**config.mk**
```make
export PLATFORM = sky130hd
export DESIGN_NAME = link_irq_agg
export DESIGN_NICKNAME = d
export VERILOG_FILES = /design/src/rtl/irq_agg_pkg.sv /design/src/rtl/lnk_edge_det.sv /design/src/rtl/pend_bank.sv /design/src/rtl/cfg_bank.sv /design/src/rtl/mgmt_ctrl.sv /design/src/rtl/link_irq_agg.sv
export SDC_FILE = /design/constraint.sdc
export NUM_CORES = 1
export LEC_CHECK = 0
export ABC_AREA = 1
export BUFFER_PORTS_ARGS = -buffer_cell sky130_fd_sc_hd__buf_2
export CORE_MARGIN = 1.5
export CORE_UTILIZATION = 51
export CTS_BUF_LIST = sky130_fd_sc_hd__clkbuf_16
export CTS_CLUSTER_DIAMETER = 30
export DETAILED_ROUTE_END_ITERATION = 7
export GPL_TIMING_DRIVEN = 0
export PLACE_DENSITY = 0.8
export SETUP_SLACK_MARGIN = 0.4
export SYNTH_ARGS = -nofsm -noshare
export SYNTH_HDL_FRONTEND = slang
export SYNTH_SLANG_ARGS = --single-unit
```
**constraint.sdc**
```tcl
create_clock -name clk -period 1.5 [get_ports clk]
set_clock_uncertainty 0.15 [all_clocks]
set_input_delay 0.3 -clock clk [delete_from_list [all_inputs] [get_ports clk]]
set_output_delay 0.3 -clock clk [all_outputs]
set_load 0.02 [all_outputs]
```
**src/rtl/irq_agg_pkg.sv**
```systemverilog
package irq_agg_pkg;
    localparam int NPORT       = 8;
    localparam int PORT_W      = $clog2(NPORT);
    localparam int ADDR_W      = 5;
    localparam int STRAP_W     = ADDR_W - PORT_W;
    localparam int DATA_W      = 16;
    localparam logic [ADDR_W-1:0] REG_CFG = 5'h11;
    localparam logic [ADDR_W-1:0] REG_ISR = 5'h13;
    localparam int ISR_LNK_BIT = 4;
    localparam int CFG_BLK_BIT = 14;
    localparam int CFG_SCR_BIT = 15;

    typedef enum logic [0:0] {
        ST_IDLE = 1'b0,
        ST_RESP = 1'b1
    } mg_state_t;
endpackage

```
**src/rtl/lnk_edge_det.sv**
```systemverilog
module lnk_edge_det #(
    parameter int NPORT       = 8,
    parameter int SYNC_STAGES = 2
) (
    input  logic             clk_i,
    input  logic             rst_ni,
    input  logic [NPORT-1:0] link_i,
    output logic [NPORT-1:0] chg_o
);
    logic [SYNC_STAGES-1:0][NPORT-1:0] sync_q;
    logic [NPORT-1:0]                  prev_q;

    always_ff @(posedge clk_i or negedge rst_ni) begin
        if (!rst_ni) sync_q[0] <= '0;
        else         sync_q[0] <= link_i;
    end

    for (genvar s = 1; s < SYNC_STAGES; s++) begin : g_stage
        always_ff @(posedge clk_i or negedge rst_ni) begin
            if (!rst_ni) sync_q[s] <= '0;
            else         sync_q[s] <= sync_q[s-1];
        end
    end

    always_ff @(posedge clk_i or negedge rst_ni) begin
        if (!rst_ni) prev_q <= '0;
        else         prev_q <= sync_q[SYNC_STAGES-1];
    end

    assign chg_o = sync_q[SYNC_STAGES-1] ^ prev_q;
endmodule

```
**src/rtl/pend_bank.sv**
```systemverilog
module pend_bank #(
    parameter int NPORT = 8
) (
    input  logic             clk_i,
    input  logic             rst_ni,
    input  logic [NPORT-1:0] set_i,
    input  logic [NPORT-1:0] clr_i,
    output logic [NPORT-1:0] pend_o
);
    logic [NPORT-1:0] pend_q;

    for (genvar p = 0; p < NPORT; p++) begin : g_port
        always_ff @(posedge clk_i or negedge rst_ni) begin
            if (!rst_ni)       pend_q[p] <= 1'b0;
            else if (set_i[p]) pend_q[p] <= 1'b1;
            else if (clr_i[p]) pend_q[p] <= 1'b0;
        end
    end

    assign pend_o = pend_q;

    AST_SET_WINS: assert property (@(posedge clk_i) disable iff (!rst_ni)
        (set_i != '0) |=> ((pend_q & $past(set_i)) == $past(set_i))) else $error("set lost");
    AST_CLR_BY_READ: assert property (@(posedge clk_i) disable iff (!rst_ni)
        (pend_q != '0) |=> (($past(pend_q) & ~pend_q & ~$past(clr_i)) == '0)) else $error("flag dropped without read");
endmodule

```
**src/rtl/cfg_bank.sv**
```systemverilog
module cfg_bank #(
    parameter int NPORT  = 8,
    parameter int PORT_W = 3
) (
    input  logic              clk_i,
    input  logic              rst_ni,
    input  logic              wr_en_i,
    input  logic [PORT_W-1:0] wr_port_i,
    input  logic              wr_blk_i,
    input  logic              wr_scr_i,
    input  logic              pin_blk_i,
    input  logic              pin_scr_i,
    output logic [NPORT-1:0]  cfg_blk_o,
    output logic [NPORT-1:0]  cfg_scr_o,
    output logic [NPORT-1:0]  blk_o,
    output logic [NPORT-1:0]  scr_o
);
    logic [NPORT-1:0] blk_q;
    logic [NPORT-1:0] scr_q;

    for (genvar p = 0; p < NPORT; p++) begin : g_port
        always_ff @(posedge clk_i or negedge rst_ni) begin
            if (!rst_ni) begin
                blk_q[p] <= 1'b0;
                scr_q[p] <= 1'b0;
            end else if (wr_en_i && (wr_port_i == PORT_W'(p))) begin
                blk_q[p] <= wr_blk_i;
                scr_q[p] <= wr_scr_i;
            end
        end
        assign blk_o[p] = blk_q[p] | pin_blk_i;
        assign scr_o[p] = scr_q[p] | pin_scr_i;
    end

    assign cfg_blk_o = blk_q;
    assign cfg_scr_o = scr_q;

    AST_BLK_PIN: assert property (@(posedge clk_i) disable iff (!rst_ni)
        pin_blk_i |-> (&blk_o)) else $error("blk pin not forced");
    AST_SCR_PIN: assert property (@(posedge clk_i) disable iff (!rst_ni)
        pin_scr_i |-> (&scr_o)) else $error("scr pin not forced");
endmodule

```
**src/rtl/mgmt_ctrl.sv**
```systemverilog
module mgmt_ctrl
    import irq_agg_pkg::*;
(
    input  logic              clk_i,
    input  logic              rst_ni,
    input  logic              req_i,
    input  logic              wr_i,
    input  logic [ADDR_W-1:0] phy_i,
    input  logic [ADDR_W-1:0] reg_i,
    input  logic [DATA_W-1:0] wdata_i,
    input  logic [STRAP_W-1:0] strap_i,
    input  logic [NPORT-1:0]  pend_i,
    input  logic [NPORT-1:0]  cfg_blk_i,
    input  logic [NPORT-1:0]  cfg_scr_i,
    output logic              rd_valid_o,
    output logic [DATA_W-1:0] rd_data_o,
    output logic [NPORT-1:0]  clr_o,
    output logic              wr_en_o,
    output logic [PORT_W-1:0] wr_port_o,
    output logic              wr_blk_o,
    output logic              wr_scr_o
);
    mg_state_t         state_q, state_d;
    logic              hit;
    logic              acc_rd;
    logic [PORT_W-1:0] port;
    logic [DATA_W-1:0] rd_data_q;
    logic              unused_wbits;

    assign port   = phy_i[PORT_W-1:0];
    assign hit    = (phy_i[ADDR_W-1:PORT_W] == strap_i);
    assign acc_rd = req_i && !wr_i && hit;

    assign clr_o     = (acc_rd && reg_i == REG_ISR) ? (NPORT'(1) << port) : '0;
    assign wr_en_o   = req_i && wr_i && hit && (reg_i == REG_CFG);
    assign wr_port_o = port;
    assign wr_blk_o  = wdata_i[CFG_BLK_BIT];
    assign wr_scr_o  = wdata_i[CFG_SCR_BIT];
    assign unused_wbits = ^wdata_i[CFG_BLK_BIT-1:0];

    // next state
    always_comb begin
        state_d = state_q;
        unique case (state_q)
            ST_IDLE: state_d = acc_rd ? ST_RESP : ST_IDLE;
            ST_RESP: state_d = acc_rd ? ST_RESP : ST_IDLE;
            default: state_d = ST_IDLE;
        endcase
    end

    // state register
    always_ff @(posedge clk_i or negedge rst_ni) begin
        if (!rst_ni) state_q <= ST_IDLE;
        else         state_q <= state_d;
    end

    // response data register
    always_ff @(posedge clk_i or negedge rst_ni) begin
        if (!rst_ni) begin
            rd_data_q <= '0;
        end else begin
            rd_data_q <= '0;
            if (acc_rd) begin
                if (reg_i == REG_ISR) begin
                    rd_data_q[ISR_LNK_BIT] <= pend_i[port];
                end else if (reg_i == REG_CFG) begin
                    rd_data_q[CFG_BLK_BIT] <= cfg_blk_i[port];
                    rd_data_q[CFG_SCR_BIT] <= cfg_scr_i[port];
                end
            end
        end
    end

    assign rd_valid_o = (state_q == ST_RESP);
    assign rd_data_o  = rd_data_q;

    AST_RD_ANSWERED: assert property (@(posedge clk_i) disable iff (!rst_ni)
        acc_rd |=> rd_valid_o) else $error("read not answered");
    AST_NO_STRAY_RESP: assert property (@(posedge clk_i) disable iff (!rst_ni)
        !acc_rd |=> !rd_valid_o) else $error("response without accepted read");
endmodule

```
**src/rtl/link_irq_agg.sv**
```systemverilog
module link_irq_agg
    import irq_agg_pkg::*;
#(
    parameter int SYNC_STAGES = 2
) (
    input  logic        clk,
    input  logic        rst_n,
    input  logic [1:0]  strap,
    input  logic [7:0]  link_up,
    input  logic        pin_blk_bypass,
    input  logic        pin_scr_bypass,
    input  logic        mgmt_req,
    input  logic        mgmt_wr,
    input  logic [4:0]  mgmt_phy,
    input  logic [4:0]  mgmt_reg,
    input  logic [15:0] mgmt_wdata,
    output logic        rd_valid,
    output logic [15:0] rd_data,
    output logic        irq_n,
    output logic [7:0]  blk_bypass,
    output logic [7:0]  scr_bypass
);
    logic [NPORT-1:0]  chg;
    logic [NPORT-1:0]  clr;
    logic [NPORT-1:0]  pend;
    logic [NPORT-1:0]  cfg_blk;
    logic [NPORT-1:0]  cfg_scr;
    logic              wr_en;
    logic [PORT_W-1:0] wr_port;
    logic              wr_blk;
    logic              wr_scr;

    lnk_edge_det #(.NPORT(NPORT), .SYNC_STAGES(SYNC_STAGES)) u_edge (
        .clk_i (clk), .rst_ni (rst_n), .link_i (link_up), .chg_o (chg)
    );

    pend_bank #(.NPORT(NPORT)) u_pend (
        .clk_i (clk), .rst_ni (rst_n), .set_i (chg), .clr_i (clr), .pend_o (pend)
    );

    mgmt_ctrl u_mgmt (
        .clk_i (clk), .rst_ni (rst_n),
        .req_i (mgmt_req), .wr_i (mgmt_wr), .phy_i (mgmt_phy), .reg_i (mgmt_reg),
        .wdata_i (mgmt_wdata), .strap_i (strap), .pend_i (pend),
        .cfg_blk_i (cfg_blk), .cfg_scr_i (cfg_scr),
        .rd_valid_o (rd_valid), .rd_data_o (rd_data), .clr_o (clr),
        .wr_en_o (wr_en), .wr_port_o (wr_port), .wr_blk_o (wr_blk), .wr_scr_o (wr_scr)
    );

    cfg_bank #(.NPORT(NPORT), .PORT_W(PORT_W)) u_cfg (
        .clk_i (clk), .rst_ni (rst_n),
        .wr_en_i (wr_en), .wr_port_i (wr_port), .wr_blk_i (wr_blk), .wr_scr_i (wr_scr),
        .pin_blk_i (pin_blk_bypass), .pin_scr_i (pin_scr_bypass),
        .cfg_blk_o (cfg_blk), .cfg_scr_o (cfg_scr),
        .blk_o (blk_bypass), .scr_o (scr_bypass)
    );

    assign irq_n = ~(|pend);

    AST_IRQ_HOLD: assert property (@(posedge clk) disable iff (!rst_n)
        (!irq_n && clr == '0) |=> !irq_n) else $error("irq released without read");
endmodule

```
Word level (Yosys, flattened, before mapping)
Index checks and enable logic that the tools add are counted.
{"block": "word_totals", "register_bits": 52, "latch_bits": 0, "mem_bits_rw": 0, "mem_bits_ro": 0, "in_bits": 42, "out_inout_bits": 34, "elab_cells": 113, "n_memories": 0}
{"block": "op_classes", "n_addsub": 0, "multipliers": 0, "n_div": 0, "n_lt_le_gt_ge": 1, "eq_ne": 10, "shift": 1, "n_mux": 29, "bitwise": 18, "n_reduce_logical": 25}
{"op": "$mux W1", "count": 22}
{"op": "$or A1 B1 Y1", "count": 16}
{"op": "$reduce_bool A2 Y1", "count": 8}
{"op": "$logic_and A1 B1 Y1", "count": 14}
{"op": "$eq A3 B3 Y1 const B", "count": 4}
{"op": "$eq A5 B5 Y1 const B", "count": 2}
{"op": "$bmux W1 S3", "count": 3}
{"op": "$mux W8", "count": 1}
{"op": "$reduce_or A8 Y1", "count": 1}
{"op": "$shl A1 B3 Y8 const A", "count": 1}
{"op": "$xor A8 B8 Y8", "count": 1}
{"op": "$eq A3 B2 Y1 const B", "count": 2}
{"op": "$mux W2", "count": 3}
{"op": "$lt A3 B4 Y1 const B", "count": 1}
{"op": "$eq A3 B1 Y1 const B", "count": 1}
{"op": "$logic_not A3 Y1", "count": 1}
{"op": "$eq A2 B2 Y1", "count": 1}
{"op": "$logic_not A1 Y1", "count": 1}
{"op": "$not A1 Y1", "count": 1}

Depth between registers and ports, before layout
{"block": "depth", "ltp_word": 7, "mapped_depth": 8, "ltp_nobuf": 8}

Hierarchy
From an unflattened synthesis, not the netlist that was laid out.
{"block": "unflattened", "cells_unflattened": 361, "area_unflattened_um2": 2647.5}
{"mod": "cfg_bank", "n_inst": 1, "cells_each": 109, "area_each_um2": 819.5, "seq_area_each_um2": 400.4}
{"mod": "lnk_edge_det", "n_inst": 1, "cells_each": 64, "area_each_um2": 750.7, "seq_area_each_um2": 600.6}
{"mod": "mgmt_ctrl", "n_inst": 1, "cells_each": 141, "area_each_um2": 730.7, "seq_area_each_um2": 100.1}
{"mod": "pend_bank", "n_inst": 1, "cells_each": 40, "area_each_um2": 320.3, "seq_area_each_um2": 200.2}
{"mod": "link_irq_agg", "n_inst": 1, "cells_each": 7, "area_each_um2": 26.3, "seq_area_each_um2": 0.0}

Worst setup path after synthesis
Ideal clock, no wire load.
{"block": "synth_path", "path_type": "reg2out", "startpoint": "reg u_pend.pend_q[4], in the netlist u_pend.pend_o[4]", "endpoint": "out irq_n", "t_arrival_ns": 0.977, "required_time_ns": 1.050, "path_slack_ns": 0.073, "stages_incl_launch_ff": 4, "n_path_buf": 0, "path_cell_list": "dfrtp_1 > nor4_1 > nand2_1 > nor2_1"}
{"block": "synth_via", "elab_chain_cells": 2}
{"element": "start, declared", "line_no": "pend_bank.sv:10", "rtl": "logic [NPORT-1:0] pend_q;"}
{"element": "start signal, assigned by index", "line_no": "pend_bank.sv:14", "rtl": "if (!rst_ni) pend_q[p] <= 1'b0;"}
{"element": "start signal, assigned by index", "line_no": "pend_bank.sv:15", "rtl": "else if (set_i[p]) pend_q[p] <= 1'b1;"}
{"element": "start signal, assigned by index", "line_no": "pend_bank.sv:16", "rtl": "else if (clr_i[p]) pend_q[p] <= 1'b0;"}
{"element": "$reduce_or A8 Y1", "line_no": "link_irq_agg.sv:58", "rtl": "assign irq_n = ~(|pend);"}
{"element": "$not A1 Y1", "line_no": "link_irq_agg.sv:58"}
{"element": "end, declared", "line_no": "link_irq_agg.sv:19", "rtl": "output logic irq_n,"}
No other way between the ends.

Worst setup path after layout
{"block": "layout_path", "startpoint": "reg u_pend.pend_q[1], in the netlist u_pend.pend_o[1]", "endpoint": "out irq_n"}
Same word-level chain as after synthesis.

==> run_results.csv <==
group,metric,value,unit
critical_path,cp_data_required_time,1.05,ns
logic_synthesis,synthTopCellsByArea,"dfrtp_1 53%, nand2_1 14%, nand3_1 4.7%",
logic_synthesis,yosys.cell_types.count,23,
floorplan,fp.dieArea,0.00526,mm^2
sta,max_freq,555,MHz
cts,cts_buffers,5,
finish,fill_cells,180,
critical_path,start_kind,"flop",
logic_synthesis,syn_area,0.00246,mm^2
placement,place.gp.congestion,0.970,
detailed_routing,drc_errors,0,
power_and_ir_drop,switching_power,0.897,mW
finish,finalNetCount,452,
placement,dp_hpwl,3890,um
outcome,violations,"negative hold slack, negative setup slack",
cts,h-tree-depth,2,
sta,finalCritPeriodShare,1.20,
finish,regArea,0.00130,mm^2
logic_synthesis,ys_seq_area_frac,0.528,
detailed_routing,drtIter0Drc,462,
finish,layout-area-overhead-vs-synth,67.8,%
floorplan,start_util,0.525,
floorplan,num_rows,25,
power_and_ir_drop,clockPowerShare,0.364,
logic_synthesis,synth_top_family_by_area,"simple AND/OR/NAND/NOR gates",
global_route,grt_max_degree,53,
cts,cts.sinks,52,
detailed_routing,top_layer_used,"met4",
logic_synthesis,avgSynthCellArea,8.65,um^2
cts,cts_tree,"built",
global_route,grt_pass1_vias,2611,
critical_path,critPathMaxFanout,3,
power_and_ir_drop,p_per_area,778,mW/mm^2
detailed_routing,viasPerCell,5.87,
finish,antenna_cells,0,
logic_synthesis,synthCells,285,
detailed_routing,final_antenna_net_count,0,
global_route,grt_use_total,0.329,
finish,drive_gt1_frac,0.535,
sta,maxSlewHeadroom,0.575,
placement,portBuffers,45,
detailed_routing,routed_wl,9380,um
global_route,grt_first_pass_wirelength,12800,um
cts,clock-root-buffer,"clkbuf_16",
logic_synthesis,synth_warnings,0,
sta,worst_slack,-0.300,ns
detailed_routing,vias,2731,
detailed_routing,routedWlPerCell,20.2,um
logic_synthesis,synthXorXnorAreaFrac,0.0320,
detailed_routing,dr_wl_met3,826,um
critical_path,arrival,1.35,ns
cts,clk_pin_slew,0.07,ns
detailed_routing,wl_met2,4530,um
power_and_ir_drop,combPwrFrac,0.183,
critical_path,crit_type,"reg -> out",
power_and_ir_drop,power,3.22,mW
sta,tightestPinTransition,0.638,ns
floorplan,core_area,0.00469,mm^2
power_and_ir_drop,p_int,2.32,mW
sta,finalSetupViolCount,9,
sta,finalHoldViolations,52,
detailed_routing,wl_met1,3270,um
global_route,antenna_found_initial,0,
outcome,status,"finished with violations",
hold_path,min_path_type,"in -> async",
logic_synthesis,synth_compound_area_frac,0.0122,
floorplan,die_h,72.5,um
cts,hold_buffers,8,
sta,layout_min_cycle_time,1.80,ns
sta,timing.hold.ws,-0.116,ns
logic_synthesis,synth.mux.area_fraction,0,
power_and_ir_drop,seq_power_share,0.453,
power_and_ir_drop,power.leakage,2.05,nW
job,maxCapViolCount,0,
power_and_ir_drop,ir_drop,0.903,mV
cts,clk_latency,0.29,ns
logic_synthesis,synth-adder-area-share,0,
global_route,grt_overflow,0,
floorplan,die-width,72.5,um
cts,cts_max_path_buffers,2,
logic_synthesis,synthSimpleGateAreaFrac,0.328,
power_and_ir_drop,switching_share,0.279,
detailed_routing,first_pass_iters,5,
logic_synthesis,ys_ff_latch,52,
finish,multi_input_area,0.00132,mm^2
logic_synthesis,yosys.area.top_type,"dfrtp_1",
logic_synthesis,synth_top_area_share,0.528,
floorplan,io_pins,76,
sta,final_max_slew_viol_count,0,
critical_path,worst_setup_path_end_kind,"output pin",
sta,rsz0062_at_grt,"yes",
worst paths after layout:
kind,startpoint,slack [ns],depth (start not counted),end
worst min register to register,u_edge.sync_q[3]$_DFF_PN0_,0.20,0,u_edge.sync_q[11]$_DFF_PN0_
worst min-delay path,rst_n,-0.12,1,u_edge.prev_q[1]$_DFF_PN0_
max in group asynchronous,rst_n,0.89,1,u_edge.sync_q[3]$_DFF_PN0_
worst max register to register,u_cfg.cfg_blk_o[4]$_DFFE_PN0P_,0.07,6,u_mgmt.rd_data_o[14]$_DFF_PN0_
min in group clk,u_edge.sync_q[3]$_DFF_PN0_,0.20,0,u_edge.sync_q[11]$_DFF_PN0_
worst max-delay path,u_pend.pend_o[1]$_DFFE_PN0P_,-0.30,4,irq_n
cell usage after synthesis:
cell type	n
nor2_4	2
nor2_2	8
o21ai_1	1
a21oi_1	2
nand2_2	1
buf_4	14
nand4_1	18
xnor2_1	9
inv_4	1
nand3_1	23
nor2_1	18
inv_1	21
nor4_1	1
conb_1	1
or2_2	7
nor2_8	2
inv_2	6
o21ai_0	3
nor3_1	2
buf_8	1
dfrtp_1	52
nand2_1	89
buf_2	3
registers in the layout (all words and copies together) (netlist names):
name               count
u_cfg.cfg_scr_o        8
u_edge.sync_q         16
u_mgmt.rd_data_o       3
u_pend.pend_o          8
u_mgmt.rd_valid_o      1
u_edge.prev_q          8
u_cfg.cfg_blk_o        8
through the flow:
stage	util	TNS (ns)	std cells	setup slack [ns]	area, um^2
after floorplan	-	0	297	0.165	2710
after global placement	0.641	-1.12	396	-0.113	3010
after detailed placement	0.641	-1.60	396	-0.137	3010
after CTS	0.833	-0.270	451	-0.246	3910
after global routing	0.881	-0.672	465	-0.380	4140
final	0.881	-0.476	465	-0.300	4140
power by group through the flow:
stage / clock (mW) / sequential (mW) / combinational (mW)
after floorplan: 0 / 1.48 / 0.263
after global placement: 0 / 1.48 / 0.386
after detailed placement: 0 / 1.48 / 0.392
after CTS: 1.18 / 1.46 / 0.507
after global routing: 1.24 / 1.46 / 0.619
final: 1.17 / 1.46 / 0.588
repair_timing:
action	4_1_cts	5_1_grt
buffers inserted	37	14
gates resized for setup	109	28
setup endpoints to repair	100	48
endpoints found under the hold margin	60	52
cloned	2	0
pin swaps	36	23
critical path, cell delays in order, from the launching register on:
cell	delay, ns
dfrtp_1	0.42
nor3_1	0.27
nand2_1	0.15
nor2_4	0.11
buf_6	0.12
cells by family (layout without fill, tap and decap cells):
kind of cell	after synthesis	after routing
buffers and inverters	46	160
other	1	13
AOI/OAI and AO/OA	6	6
DFF	52	52
and+or+nand+nor	171	171
xor gates and xnor gates	9	9
area by class of cell:
class,instances,area share
buffer,18,0.0372
clock inverter,3,0.00666
clock buffer,5,0.0303
multi-input combinational,199,0.318
sequential,52,0.315
inverter,28,0.0327
tap,54,0.0163
timing repair buffer,106,0.244
per-layer routing:
metal  global-route usage  vias to the layer above
met5                    0                        -
met4                0.218                        0
met3               0.0917                       73
met2                0.524                      225
met1                0.389                     1308
li1                     -                     1125
cell usage in the layout (no fill, tap or decap), types with 6 or more instances in the layout:
| cell type | Yosys | final |
|---|---|---|
| dfrtp_1 | 52 | 52 |
| nor2_4 | 2 | 13 |
| inv_1 | 21 | 7 |
| buf_6 | 0 | 40 |
| nand2_1 | 89 | 64 |
| buf_4 | 14 | 49 |
| conb_1 | 1 | 13 |
| inv_4 | 1 | 6 |
| nor2_1 | 18 | 13 |
| buf_2 | 3 | 17 |
| nand2_2 | 1 | 17 |
| nand2_4 | 0 | 8 |
| xnor2_1 | 9 | 8 |
| inv_2 | 6 | 13 |
| nand4_1 | 18 | 18 |
| or2_4 | 0 | 7 |
| dlygate4sd3_1 | 0 | 8 |
| nand3_2 | 0 | 16 |
No activity file was read; power rests on OpenSTA's default activity.
